[src/rtl/hp_irq_pkg.sv]
// Package: shared constants, register addresses and routing-field type
// for the slot hot-plug interrupt aggregator.
package hp_irq_pkg;
    localparam int unsigned NUM_EVT    = 6;
    localparam int unsigned DATA_W     = NUM_EVT + 1;
    localparam int unsigned ADDR_W     = 2;
    localparam int unsigned MASTER_BIT = NUM_EVT;
    localparam int unsigned ROUTE_W    = 4;

    typedef enum logic [ADDR_W-1:0] {
        ADDR_SLOT_CTL = 2'd0,
        ADDR_SLOT_STS = 2'd1,
        ADDR_ROUTE    = 2'd2,
        ADDR_RSVD     = 2'd3
    } reg_addr_e;

    // Routing controls, packed so that msi_en sits in bit 0.
    typedef struct packed {
        logic gpe_en;
        logic pme_en;
        logic intx_dis;
        logic msi_en;
    } route_t;
endpackage

[src/rtl/hp_evt_cell.sv]
// Module: hp_evt_cell
// One sticky status bit. It sets on a rising edge of its event input and
// clears on a write-1 strobe; a set in the same cycle as a clear wins.
// Assumes the event input is synchronous to clk_i.
module hp_evt_cell (
    input  logic clk_i,
    input  logic rst_ni,
    input  logic evt_i,
    input  logic clr_i,
    output logic rise_o,
    output logic sts_d_o,
    output logic sts_q_o
);
    logic prev_q;

    // Edge detect and next status value
    always_comb begin
        rise_o  = evt_i & ~prev_q;
        sts_d_o = rise_o | (sts_q_o & ~clr_i);
    end

    // State update
    always_ff @(posedge clk_i) begin
        if (!rst_ni) begin
            prev_q  <= 1'b0;
            sts_q_o <= 1'b0;
        end else begin
            prev_q  <= evt_i;
            sts_q_o <= sts_d_o;
        end
    end
endmodule

[src/rtl/hp_evt_bank.sv]
// Module: hp_evt_bank
// Replicates one status cell per slot event. Exposes the current status,
// the next status and the edge vector so the router can see this cycle's changes.
// Assumes clr_mask_i is already qualified by a status-register write.
module hp_evt_bank
    import hp_irq_pkg::*;
(
    input  logic               clk_i,
    input  logic               rst_ni,
    input  logic [NUM_EVT-1:0] evt_i,
    input  logic [NUM_EVT-1:0] clr_mask_i,
    output logic [NUM_EVT-1:0] rise_o,
    output logic [NUM_EVT-1:0] sts_d_o,
    output logic [NUM_EVT-1:0] sts_q_o
);
    for (genvar k = 0; k < NUM_EVT; k++) begin : g_cell
        hp_evt_cell cell_i (
            .clk_i   (clk_i),
            .rst_ni  (rst_ni),
            .evt_i   (evt_i[k]),
            .clr_i   (clr_mask_i[k]),
            .rise_o  (rise_o[k]),
            .sts_d_o (sts_d_o[k]),
            .sts_q_o (sts_q_o[k])
        );
    end
endmodule

[src/rtl/hp_ctrl_regs.sv]
// Module: hp_ctrl_regs
// Holds the per-event enables, the master gate and the routing bits.
// Provides both current and next values. Assumes a single write strobe
// with the address decoded here.
module hp_ctrl_regs
    import hp_irq_pkg::*;
(
    input  logic               clk_i,
    input  logic               rst_ni,
    input  logic               wr_i,
    input  logic [ADDR_W-1:0]  addr_i,
    input  logic [DATA_W-1:0]  wdata_i,
    output logic [NUM_EVT-1:0] en_q_o,
    output logic [NUM_EVT-1:0] en_d_o,
    output logic               master_q_o,
    output logic               master_d_o,
    output route_t             route_q_o,
    output route_t             route_d_o
);
    logic ctl_we;
    logic route_we;

    // Address decode and next-state selection
    always_comb begin
        ctl_we     = wr_i && (addr_i == ADDR_SLOT_CTL);
        route_we   = wr_i && (addr_i == ADDR_ROUTE);
        en_d_o     = ctl_we   ? wdata_i[NUM_EVT-1:0]   : en_q_o;
        master_d_o = ctl_we   ? wdata_i[MASTER_BIT]     : master_q_o;
        route_d_o  = route_we ? route_t'(wdata_i[ROUTE_W-1:0]) : route_q_o;
    end

    // Register update
    always_ff @(posedge clk_i) begin
        if (!rst_ni) begin
            en_q_o     <= '0;
            master_q_o <= 1'b0;
            route_q_o  <= '0;
        end else begin
            en_q_o     <= en_d_o;
            master_q_o <= master_d_o;
            route_q_o  <= route_d_o;
        end
    end
endmodule

[src/rtl/hp_irq_router.sv]
// Module: hp_irq_router
// Forms the gated pending condition and steers it to INTx (level), MSI
// (one-cycle pulse) and the two wake levels. The MSI pulse is registered
// from next-state values, so it lines up with the status it reports.
module hp_irq_router
    import hp_irq_pkg::*;
(
    input  logic               clk_i,
    input  logic               rst_ni,
    input  logic [NUM_EVT-1:0] sts_q_i,
    input  logic [NUM_EVT-1:0] sts_d_i,
    input  logic [NUM_EVT-1:0] en_q_i,
    input  logic [NUM_EVT-1:0] en_d_i,
    input  logic               master_q_i,
    input  logic               master_d_i,
    input  route_t             route_q_i,
    input  route_t             route_d_i,
    output logic               pend_o,
    output logic               intx_o,
    output logic               msi_o,
    output logic               pme_o,
    output logic               gpe_o
);
    logic pend_nxt;
    logic new_enabled;

    // Pending condition now and next, plus newly set enabled bits
    always_comb begin
        pend_o      = master_q_i & (|(sts_q_i & en_q_i));
        pend_nxt    = master_d_i & (|(sts_d_i & en_d_i));
        new_enabled = |(sts_d_i & ~sts_q_i & en_d_i);
    end

    // Level outputs from current state
    always_comb begin
        intx_o = pend_o & ~route_q_i.msi_en & ~route_q_i.intx_dis;
        pme_o  = pend_o & route_q_i.pme_en;
        gpe_o  = pend_o & route_q_i.gpe_en;
    end

    // MSI pulse on pending rise or on a new enabled event
    always_ff @(posedge clk_i) begin
        if (!rst_ni) begin
            msi_o <= 1'b0;
        end else begin
            msi_o <= route_d_i.msi_en & pend_nxt & (~pend_o | new_enabled);
        end
    end
endmodule

[src/rtl/hp_irq_agg.sv]
// Module: hp_irq_agg (top)
// Slot hot-plug interrupt aggregator: status bank, control registers,
// router and a combinational register readback.
// Assumes all inputs are synchronous to clk_i; reset is synchronous, active low.
module hp_irq_agg
    import hp_irq_pkg::*;
(
    input  logic               clk_i,
    input  logic               rst_ni,
    input  logic [NUM_EVT-1:0] evt_pulse_i,
    input  logic               reg_wr_i,
    input  logic [ADDR_W-1:0]  reg_addr_i,
    input  logic [DATA_W-1:0]  reg_wdata_i,
    output logic [DATA_W-1:0]  reg_rdata_o,
    output logic               intx_o,
    output logic               msi_req_o,
    output logic               pme_req_o,
    output logic               gpe_req_o
);
    logic [NUM_EVT-1:0] clr_mask;
    logic [NUM_EVT-1:0] evt_rise;
    logic [NUM_EVT-1:0] sts_d;
    logic [NUM_EVT-1:0] sts_q;
    logic [NUM_EVT-1:0] en_q;
    logic [NUM_EVT-1:0] en_d;
    logic               master_q;
    logic               master_d;
    route_t             route_q;
    route_t             route_d;
    logic               pend;

    // Write-1-clear mask for the status register
    always_comb begin
        clr_mask = (reg_wr_i && (reg_addr_i == ADDR_SLOT_STS))
                 ? reg_wdata_i[NUM_EVT-1:0] : '0;
    end

    hp_evt_bank bank_i (
        .clk_i      (clk_i),
        .rst_ni     (rst_ni),
        .evt_i      (evt_pulse_i),
        .clr_mask_i (clr_mask),
        .rise_o     (evt_rise),
        .sts_d_o    (sts_d),
        .sts_q_o    (sts_q)
    );

    hp_ctrl_regs regs_i (
        .clk_i      (clk_i),
        .rst_ni     (rst_ni),
        .wr_i       (reg_wr_i),
        .addr_i     (reg_addr_i),
        .wdata_i    (reg_wdata_i),
        .en_q_o     (en_q),
        .en_d_o     (en_d),
        .master_q_o (master_q),
        .master_d_o (master_d),
        .route_q_o  (route_q),
        .route_d_o  (route_d)
    );

    hp_irq_router router_i (
        .clk_i      (clk_i),
        .rst_ni     (rst_ni),
        .sts_q_i    (sts_q),
        .sts_d_i    (sts_d),
        .en_q_i     (en_q),
        .en_d_i     (en_d),
        .master_q_i (master_q),
        .master_d_i (master_d),
        .route_q_i  (route_q),
        .route_d_i  (route_d),
        .pend_o     (pend),
        .intx_o     (intx_o),
        .msi_o      (msi_req_o),
        .pme_o      (pme_req_o),
        .gpe_o      (gpe_req_o)
    );

    // Register readback mux
    always_comb begin
        reg_rdata_o = '0;
        case (reg_addr_i)
            ADDR_SLOT_CTL: begin
                reg_rdata_o[NUM_EVT-1:0] = en_q;
                reg_rdata_o[MASTER_BIT]  = master_q;
            end
            ADDR_SLOT_STS: reg_rdata_o[NUM_EVT-1:0] = sts_q;
            ADDR_ROUTE:    reg_rdata_o[ROUTE_W-1:0] = route_q;
            default:       reg_rdata_o = '0;
        endcase
    end
endmodule

[config.mk]
export PLATFORM = sky130hd
export DESIGN_NAME = hp_irq_agg
export DESIGN_NICKNAME = d
export VERILOG_FILES = /design/src/rtl/hp_irq_pkg.sv /design/src/rtl/hp_evt_cell.sv /design/src/rtl/hp_evt_bank.sv /design/src/rtl/hp_ctrl_regs.sv /design/src/rtl/hp_irq_router.sv /design/src/rtl/hp_irq_agg.sv
export SDC_FILE = /design/constraint.sdc
export NUM_CORES = 1
export LEC_CHECK = 0
export BUFFER_PORTS_ARGS = -buffer_cell sky130_fd_sc_hd__buf_2
export CORE_ASPECT_RATIO = 1.75
export CORE_MARGIN = 3
export CORE_UTILIZATION = 43
export CTS_BUF_LIST = sky130_fd_sc_hd__clkbuf_2 sky130_fd_sc_hd__clkbuf_4 sky130_fd_sc_hd__clkbuf_8
export DETAILED_ROUTE_END_ITERATION = 8
export PLACE_DENSITY = 0.67
export SETUP_SLACK_MARGIN = 0.2
export SYNTH_ARGS = -nofsm -noshare
export SYNTH_HDL_FRONTEND = slang
export SYNTH_SLANG_ARGS = --single-unit
[constraint.sdc]
create_clock -name clk_i -period 3.3 [get_ports clk_i]
set_input_delay 0.33 -clock clk_i [delete_from_list [all_inputs] [get_ports clk_i]]
set_output_delay 0.33 -clock clk_i [all_outputs]
set_load 0.02 [all_outputs]
After elaboration in Yosys (flattened, before gate mapping)
Index checks and enable logic that the tools add are counted.
{ "word_totals": {"in_bits": 18, "out_inout_bits": 11, "ff_bits": 24, "elab_cells": 82} }
{ "op_classes": {"bitwise": 47, "eq_ne": 2, "n_reduce_logical": 7, "muxes": 7} }
{ "op_table": {"columns": ["operator", "count"], "rows": [
  ["$and 6x6->6", 4],
  ["$and 1x1->1", 20],
  ["$reduce_or 6->1", 3],
  ["$not 1->1", 15],
  ["$mux 6", 2],
  ["$pmux 4 s3", 1],
  ["$or 1x1->1", 7],
  ["$not 6->6", 1],
  ["$pmux 2 s2", 1],
  ["$logic_and 1x1->1", 3],
  ["$mux 1", 3],
  ["$eq 2x1->1 const B", 1],
  ["$eq 2x2->1 const B", 1],
  ["$logic_not 2->1", 1]
]} }

Depth between registers and ports, before layout
Gate-level depths: netlist (run 1).
{ "logic_depth": {"depth_word": 11, "mapped_depth": 7, "ltp_nobuf": 5} }

Cells and area by module
Synthesis (run 1) repeated with hierarchy kept, for this count alone.
{ "unflattened": {"cells_unflattened": 151, "hier_area_um2": 1458.9} }
{ "by_module_without_submodules": {"columns": ["mod", "seq_area_each_um2", "n_inst", "area_each_um2", "cells_per_inst"], "rows": [
  ["hp_ctrl_regs", 220.2, 1, 594.3, 57],
  ["hp_evt_cell", 40.0, 6, 77.6, 8],
  ["hp_irq_router", 20.0, 1, 203.9, 23],
  ["hp_irq_agg", 0.0, 1, 195.2, 23]
]} }

Worst setup path after synthesis (run 1)
Ideal clock, no wire load.
{ "synth_timing": {"kind": "input port to flip-flop", "startpoint": "input reg_wr_i", "endpoint": "register router_i.msi_o", "path_slack_ns": 1.718, "path_buffers": 2, "required_ns": 3.174, "setup_ns": 0.126, "stages": 7, "arrival_ns": 1.456, "path_cell_list": "buf_4 -> nor3b_2 -> buf_6 -> mux2i_1 -> o32ai_1 -> nor4_1 -> nor4b_1"} }
{ "synth_via": {"elab_chain_cells": 10, "elab_cells_between_ends": 34, "cone_classes": "4 x mux; 25 x bitwise; 5 x reduce/logical"} }
{ "synth_lines": {"columns": ["item", "line_no", "rtl"], "rows": [
  ["start: declaration", "hp_irq_agg.sv:11", "input logic reg_wr_i,"],
  ["$logic_and 1x1->1", "hp_irq_agg.sv:34", "clr_mask = (reg_wr_i && (reg_addr_i == ADDR_SLOT_STS))"],
  ["$mux 6", "hp_irq_agg.sv:35", "? reg_wdata_i[NUM_EVT-1:0] : '0;"],
  ["$not 1->1", "hp_evt_cell.sv:19", "sts_d_o = rise_o | (sts_q_o & ~clr_i);"],
  ["$and 1x1->1", "hp_evt_cell.sv:19", null],
  ["$or 1x1->1", "hp_evt_cell.sv:19", null],
  ["$and 6x6->6 (on tied branches)", "hp_irq_router.sv:30, hp_irq_router.sv:31", null],
  ["$reduce_or 6->1 / $and 6x6->6 (equally long branches)", "hp_irq_router.sv:30, hp_irq_router.sv:31", null],
  ["$and 1x1->1 / $reduce_or 6->1 (equally long branches)", "hp_irq_router.sv:30, hp_irq_router.sv:31", null],
  ["$and 1x1->1 / $or 1x1->1 (equally long branches)", "hp_irq_router.sv:46", "msi_o <= route_d_i.msi_en & pend_nxt & (~pend_o | new_enabled);"],
  ["$and 1x1->1 *", "hp_irq_router.sv:46", null],
  ["end signal: assignment", "hp_irq_router.sv:46", null],
  ["end: declaration", "hp_irq_router.sv:20", "output logic msi_o,"]
]} }
Mark *: on every way between the ends. The rest lies on a longest branch, timed or not.
A chain may end at the register's enable or synchronous reset.

Final worst setup path (run 1)
{ "layout_timing": {"startpoint": "input reg_addr_i[0]", "endpoint": "register router_i.msi_o"} }
{ "layout_via": {"elab_chain_cells": 11, "elab_cells_between_ends": 37, "cone_classes": "2 x eq/ne; 4 x mux; 25 x bitwise; 6 x reduce/logical"} }
{ "layout_lines": {"columns": ["item", "line_no", "rtl"], "rows": [
  ["start: declaration", "hp_irq_agg.sv:12", "input logic [ADDR_W-1:0] reg_addr_i,"],
  ["$eq 2x1->1", "hp_irq_agg.sv:34", null],
  ["$logic_and 1x1->1", "hp_irq_agg.sv:34", null],
  ["$mux 6", "hp_irq_agg.sv:35", null],
  ["$not 1->1", "hp_evt_cell.sv:19", null],
  ["$and 1x1->1", "hp_evt_cell.sv:19", null],
  ["$or 1x1->1", "hp_evt_cell.sv:19", null],
  ["$and 6x6->6 (on tied branches)", "hp_irq_router.sv:30, hp_irq_router.sv:31", null],
  ["$reduce_or 6->1 / $and 6x6->6 (equally long branches)", "hp_irq_router.sv:30, hp_irq_router.sv:31", null],
  ["$and 1x1->1 / $reduce_or 6->1 (equally long branches)", "hp_irq_router.sv:30, hp_irq_router.sv:31", null],
  ["$and 1x1->1 / $or 1x1->1 (equally long branches)", "hp_irq_router.sv:46", null],
  ["$and 1x1->1 *", "hp_irq_router.sv:46", null]
]} }
Marked as above.

==> metrics, run 1 <==
largest net degree at the start of global routing=24; post-synthesis sequential area ratio=40.9%; post-synthesis instance total=between 100 and 150; Critical Path Max Stage Delay=approximately 0.60 ns; Leakage=between 0.5 and 0.6 nW; share of the synthesized area in the top cell type=about two fifths; CTS tree=yes; Die Wd=45.5 um; Setup Viol. Count Final=0; data required time of the worst path=approximately 3.5 ns; Cell Area, Placed=1310 um2; 1st-pass router iterations=4; clk_skew=around 0.0034 ns; Placeable Area=around 2600 um2; Fmax=530 MHz; Cell variety after synth=27; Initial Utilization=~46%; yosys warns=0; Post-Syn Nets=143; critical-path cell list=buf_2 > nor3b_2 > mux2i_1 > o32ai_1 > nor4_1 > nor4b_1; Max Cap Viol=0; die height=75.2 um; Rows=24; post-CTS sizing=0; final setup TNS=0 ns; Hold Slack=0.268 ns; worst min-delay path class=in2reg; Routed Antenna Nets=0; peak fanout along the critical path=16; fin nets=170; initial DRC count=34; vias per std cell=5.74; Clock Root Buffer=clkbuf_8; layout cells sized above 1=21.3%; CP startpoint kind=input port; DR vias=1,011; clock sinks=24; total detailed-routing wirelength=2790 um; #FFs+latches synth=24; CTS H-tree lvls=1; initial antenna violation count=0; wire length of the first global-routing pass=4390 um; TritonCTS buffer count=3; Slowest-stage cell, CP=nor3b_2; Avg WL per Cell=roughly 16 um; synthesized area per cell=between 9 and 10 um2; CP endpoint kind=flop; Post-Syn Area=1170 um2; status=finished, final reports clean; min Tclk post-route=approximately 1.9 ns; top cells by area, synth=dfxtp_1 (41%), mux2i_1 (14%), nor2b_1 (10%); clock buffer depth=2; # diodes=0; I/O pin total=29; Max rail drop VDD=0.000340 V; total grt overflow=0; Crit path max-delay family=simple AND/OR/NAND/NOR gates; Rel. slew slack=55.9%; Critical Path AT=2.06 ns; setup bufs post-CTS=0; fin crit share=57.1%; Die ar.=between 3000 and 4000 um2; crit path kind=in2reg; Area Overhead vs Synth=15.2%; # DRC=0; Pins Over Slew Limit=0; post-synth top area cell=dfxtp_1; hpwl dp=2170 um; Reg clk slew, reported paths=0.08 ns; hold buffers post-CTS=0; Slew @ Worst Pin=0.658 ns; PwrDens=roughly 420 nW/um2; gpl congestion=0.925; Buffers on Ports=28; worst skew pair latency=between 0.2 and 0.3 ns; RSZ-0062 raised after global routing=false; Design Area, Final=1350 um2; Bufs and invs on worst path=1; GRT Total Usage=17.9%; vias in the first global route=946; Fin. Hold Viols=0
==> state kept, by name (all words and copies together), names as in the netlist <==
signal                        count
router_i.msi_o                    1
regs_i.route_q_o                  4
bank_i.g_cell.cell_i.sts_q_o      6
regs_i.en_q_o                     6
regs_i.master_q_o                 1
bank_i.g_cell.cell_i.prev_q       6
==> cell families (layout without fill, tap and decap cells) <==
kind of cell    count (synthesis)  after routing  synth area share (%)
simple gates                   57             57                  30.6
flops                          24             24                  40.9
compound gates                 21             21                  11.6
mux                            16             16                  13.6
buf+inv                         7             32                  3.30
==> metal layers <==
layer  vias up  wire length (um)  share of wire [%]  GRT usage [%]
met4         0                48                1.7           8.47
met2        42              1420                 51           30.0
met1       466              1140                 41           21.1
li1        497                 -                  -              -
met3         6               178                6.4           3.35
met5         -                 0                  0              0
==> cells in the mapped netlist, drive strengths merged <==
| cell | number |
|---|---|
| and2b | 2 |
| mux2i | 16 |
| buf | 3 |
| a31oi | 1 |
| and2 | 8 |
| nand2 | 5 |
| nor4b | 1 |
| a21boi | 3 |
| o21ai | 4 |
| o32ai | 3 |
| nor2 | 3 |
| inv | 1 |
| nor2b | 19 |
| a22oi | 3 |
| nor3 | 3 |
| nand4b | 6 |
| nand3 | 1 |
| nand3b | 1 |
| a21oi | 4 |
| dfxtp | 24 |
| nor3b | 1 |
| clkbuf | 3 |
| nand2b | 6 |
| o22ai | 3 |
| nor4 | 1 |
==> final cells by class <==
cell class              count  area (um2)
well taps                  26        32.5
inverters                   1        3.75
repair buffers             28         140
fillers                   248        1200
flip-flops and latches     24         480
multi-input cells          94         656
clock buffers               3        41.3
==> where the power goes <==
part	internal [mW]	leakage, nW	switching, mW
registers	0.304	0.198	0.0108
logic	0.0376	0.355	0.0461
clock network	0.0817	0.0216	0.0926
==> stage by stage <==
step / utilization, % / total power, mW / setup slack (ns) / cells
finish: 53.0 / 0.573 / 1.41 / 176
global route: 53.0 / 0.600 / 1.29 / 176
CTS: 53.0 / 0.574 / 1.43 / 176
detailed placement: 51.4 / 0.404 / 1.11 / 173
global placement: 51.4 / 0.402 / 1.23 / 173
floorplan: - / 0.375 / 1.72 / 125
==> worst paths after layout <==
kind | depth (start not counted) | endpoint | slack, ns | startpoint
setup / recovery | 6 | router_i.msi_o | 1.41 | reg_addr_i[0]
setup reg to reg | 5 | router_i.msi_o | 2.00 | bank_i.g_cell[0].cell_i.sts_q_o
hold reg to reg | 2 | regs_i.route_q_o[2] | 0.55 | regs_i.route_q_o[2]
hold / removal | 2 | bank_i.g_cell[1].cell_i.prev_q | 0.27 | evt_pulse_i[1]
==> cell usage in the layout, fill, tap and decap left out, drive strengths merged <==
master  instances
a22oi           3
dfxtp          24
nand3b          1
nor4            1
and2            8
mux2i          16
inv             1
nor3b           1
nand2           5
nor2            3
o22ai           3
a21oi           4
clkbuf          3
o32ai           3
nor2b          19
nor3            3
nand2b          6
a31oi           1
buf            28
nor4b           1
o21ai           4
nand4b          6
nand3           1
and2b           2
a21boi          3
Note: power is estimated with default switching activity, not from simulation.
==> run 2, diff against run 1 <==
==> constraint.sdc (replaced) <==
create_clock -name clk_i -period 1.9 [get_ports clk_i]
set_input_delay 0.19 -clock clk_i [delete_from_list [all_inputs] [get_ports clk_i]]
set_output_delay 0.19 -clock clk_i [all_outputs]
set_load 0.02 [all_outputs]
==> run 2 against run 1 <==
  * Final cell count rose by 2.8%
  * Global-route usage fell by 1.1 points
  * Register-to-register slack got worse by 1.5 ns
  * Core utilization rose by 1.7 points
  * Die area did not move
  * Non-clock buffer count rose by 4
  * Flip-flop and latch count did not move
  * Critical path depth rose by 1
  * Design area rose by 3.2%
  * Combinational power rose by 82%
  * Sequential share of layout area fell by 1.1 points
  * Clock power rose by 99%
  * Largest cell class unchanged
==> metrics, run 2 (same netlist as run 1, synthesis figures left out) <==
Die ar.=3420 um2; vias in the first global route=between 900 and 1,000; vias per std cell=5.53; Slew @ Worst Pin=0.341 ns; critical-path cell list=buf_2 > nor3b_2 > buf_4 > mux2i_1 > o32ai_1 > nor4_1 > nor4b_1; die height=75.2 um; most frequent cells in the layout=buf_2 (28), dfxtp_1 (24), nor2b_1 (19); Pins Over Slew Limit=0; Reg clk slew, reported paths=~0.080 ns; Routed Antenna Nets=0; fin crit share=about 84%; total detailed-routing wirelength=roughly 2700 um; Setup Viol. Count Final=0; PwrDens=748 nW/um2; worst min-delay path class=in2reg; Fmax=630 MHz; DR vias=approximately 1,000; post-place setup slack=0.141 ns; largest net degree at the start of global routing=24; Bufs and invs on worst path=2; clk_skew=0.00268 ns; top flop regs=bank_i.g_cell.cell_i.prev_q (6), bank_i.g_cell.cell_i.sts_q_o (6), regs_i.en_q_o (6); # diodes=0; gpl congestion=~0.83; GRT Total Usage=between 15 and 20%; crit path kind=in2reg; fin nets=approximately 170; Die Wd=between 40 and 50 um; initial antenna violation count=0; post-route setup slack=0.312 ns; CTS H-tree lvls=1; Placeable Area=around 2600 um2; clock sinks=24; hold buffers post-CTS=0; CP startpoint kind=input port; Clock Root Buffer=clkbuf_8; I/O pin total=29; Max rail drop VDD=0.000645 V; post-CTS sizing=0; fin util=54.8%; TritonCTS buffer count=3; commonest non-fill, non-tap cell in the layout=buf_2; final setup TNS=0 ns; 1st-pass router iterations=4; Initial Utilization=between 40% and 50%; Critical Path AT=around 1.7 ns; Rows=24; status=finished, final reports clean; hpwl dp=2040 um; # DRC=0; Avg WL per Cell=14.9 um; CTS tree=yes; wire length of the first global-routing pass=4210 um; peak fanout along the critical path=6; min Tclk post-route=roughly 1.6 ns; Critical Path Max Stage Delay=between 0.3 and 0.4 ns; worst skew pair latency=between 0.2 and 0.3 ns; initial DRC count=24; Fin. Hold Viols=0; Rel. slew slack=77.0%; Max Cap Viol=0; layout cells sized above 1=about a quarter; Buffers on Ports=28; setup bufs post-CTS=0; data required time of the worst path=about 2.1 ns; clock buffer depth=2; CP endpoint kind=flop; Leakage=between 0.6 and 0.7 nW; Slowest-stage cell, CP=o32ai_1; RSZ-0062 raised after global routing=false; FILL cells=249; Crit path max-delay family=simple AND/OR/NAND/NOR gates; Area Overhead vs Synth=19.0%; total grt overflow=0
[run 2: cell types whose count changed in the layout (fill, tap and decap cells not counted), sizes merged]
cell    before  now
clkbuf       3    4
buf         28   32
[run 2: routing by layer]
layer	track usage (%)	part of all wire (%)	vias to the layer above
met5	0	0	-
met4	7.49	1.4	0
met3	3.11	4.4	4
met2	28.0	51	23
met1	20.1	43	467
li1	-	-	507
[run 2: layout make-up]
type / count / area, um2 / share of cell area, %
multi-input cells: 94 / 656 / 46.9
inverters: 1 / 3.75 / 0.269
flip-flops and latches: 24 / 480 / 34.4
well taps: 26 / 32.5 / 2.33
clock buffers: 4 / 55.1 / 3.94
repair buffers: 32 / 170 / 12.2
[run 2: worst paths after layout]
kind	startpoint	endpoint	slack (ns)	cells past startpoint
worst max-delay path	reg_addr_i[0]	router_i.msi_o	0.31	7
worst min-delay path	evt_pulse_i[1]	bank_i.g_cell[1].cell_i.prev_q	0.13	2
worst max register to register	regs_i.en_q_o[2]	router_i.msi_o	0.51	4
worst min register to register	regs_i.route_q_o[3]	regs_i.route_q_o[3]	0.54	2
[run 2: report_power, final]
part / internal (mW) / leakage [nW] / switching, mW
registers: 0.527 / 0.198 / 0.0177
logic: 0.0702 / 0.375 / 0.0822
clock network: 0.185 / 0.0288 / 0.162
[run 2: per-stage QoR]
step	hold slack [ns]	instance area, um2	power, mW	instances
after floorplan	0.312	1170	0.651	125
after detailed placement	0.405	1340	0.708	177
final	0.128	1400	1.04	181
after CTS	0.133	1400	1.05	181
after global placement	0.404	1340	0.704	177
after global routing	0.129	1400	1.09	181
[run 2: worst register-to-register path, delay by kind of cell, from the launching register on]
kind | cells | cell delay, ns
AOI/OAI and AO/OA | 1 | 0.36
DFF | 1 | 0.36
muxes | 1 | 0.12
and+or+nand+nor | 2 | 0.43
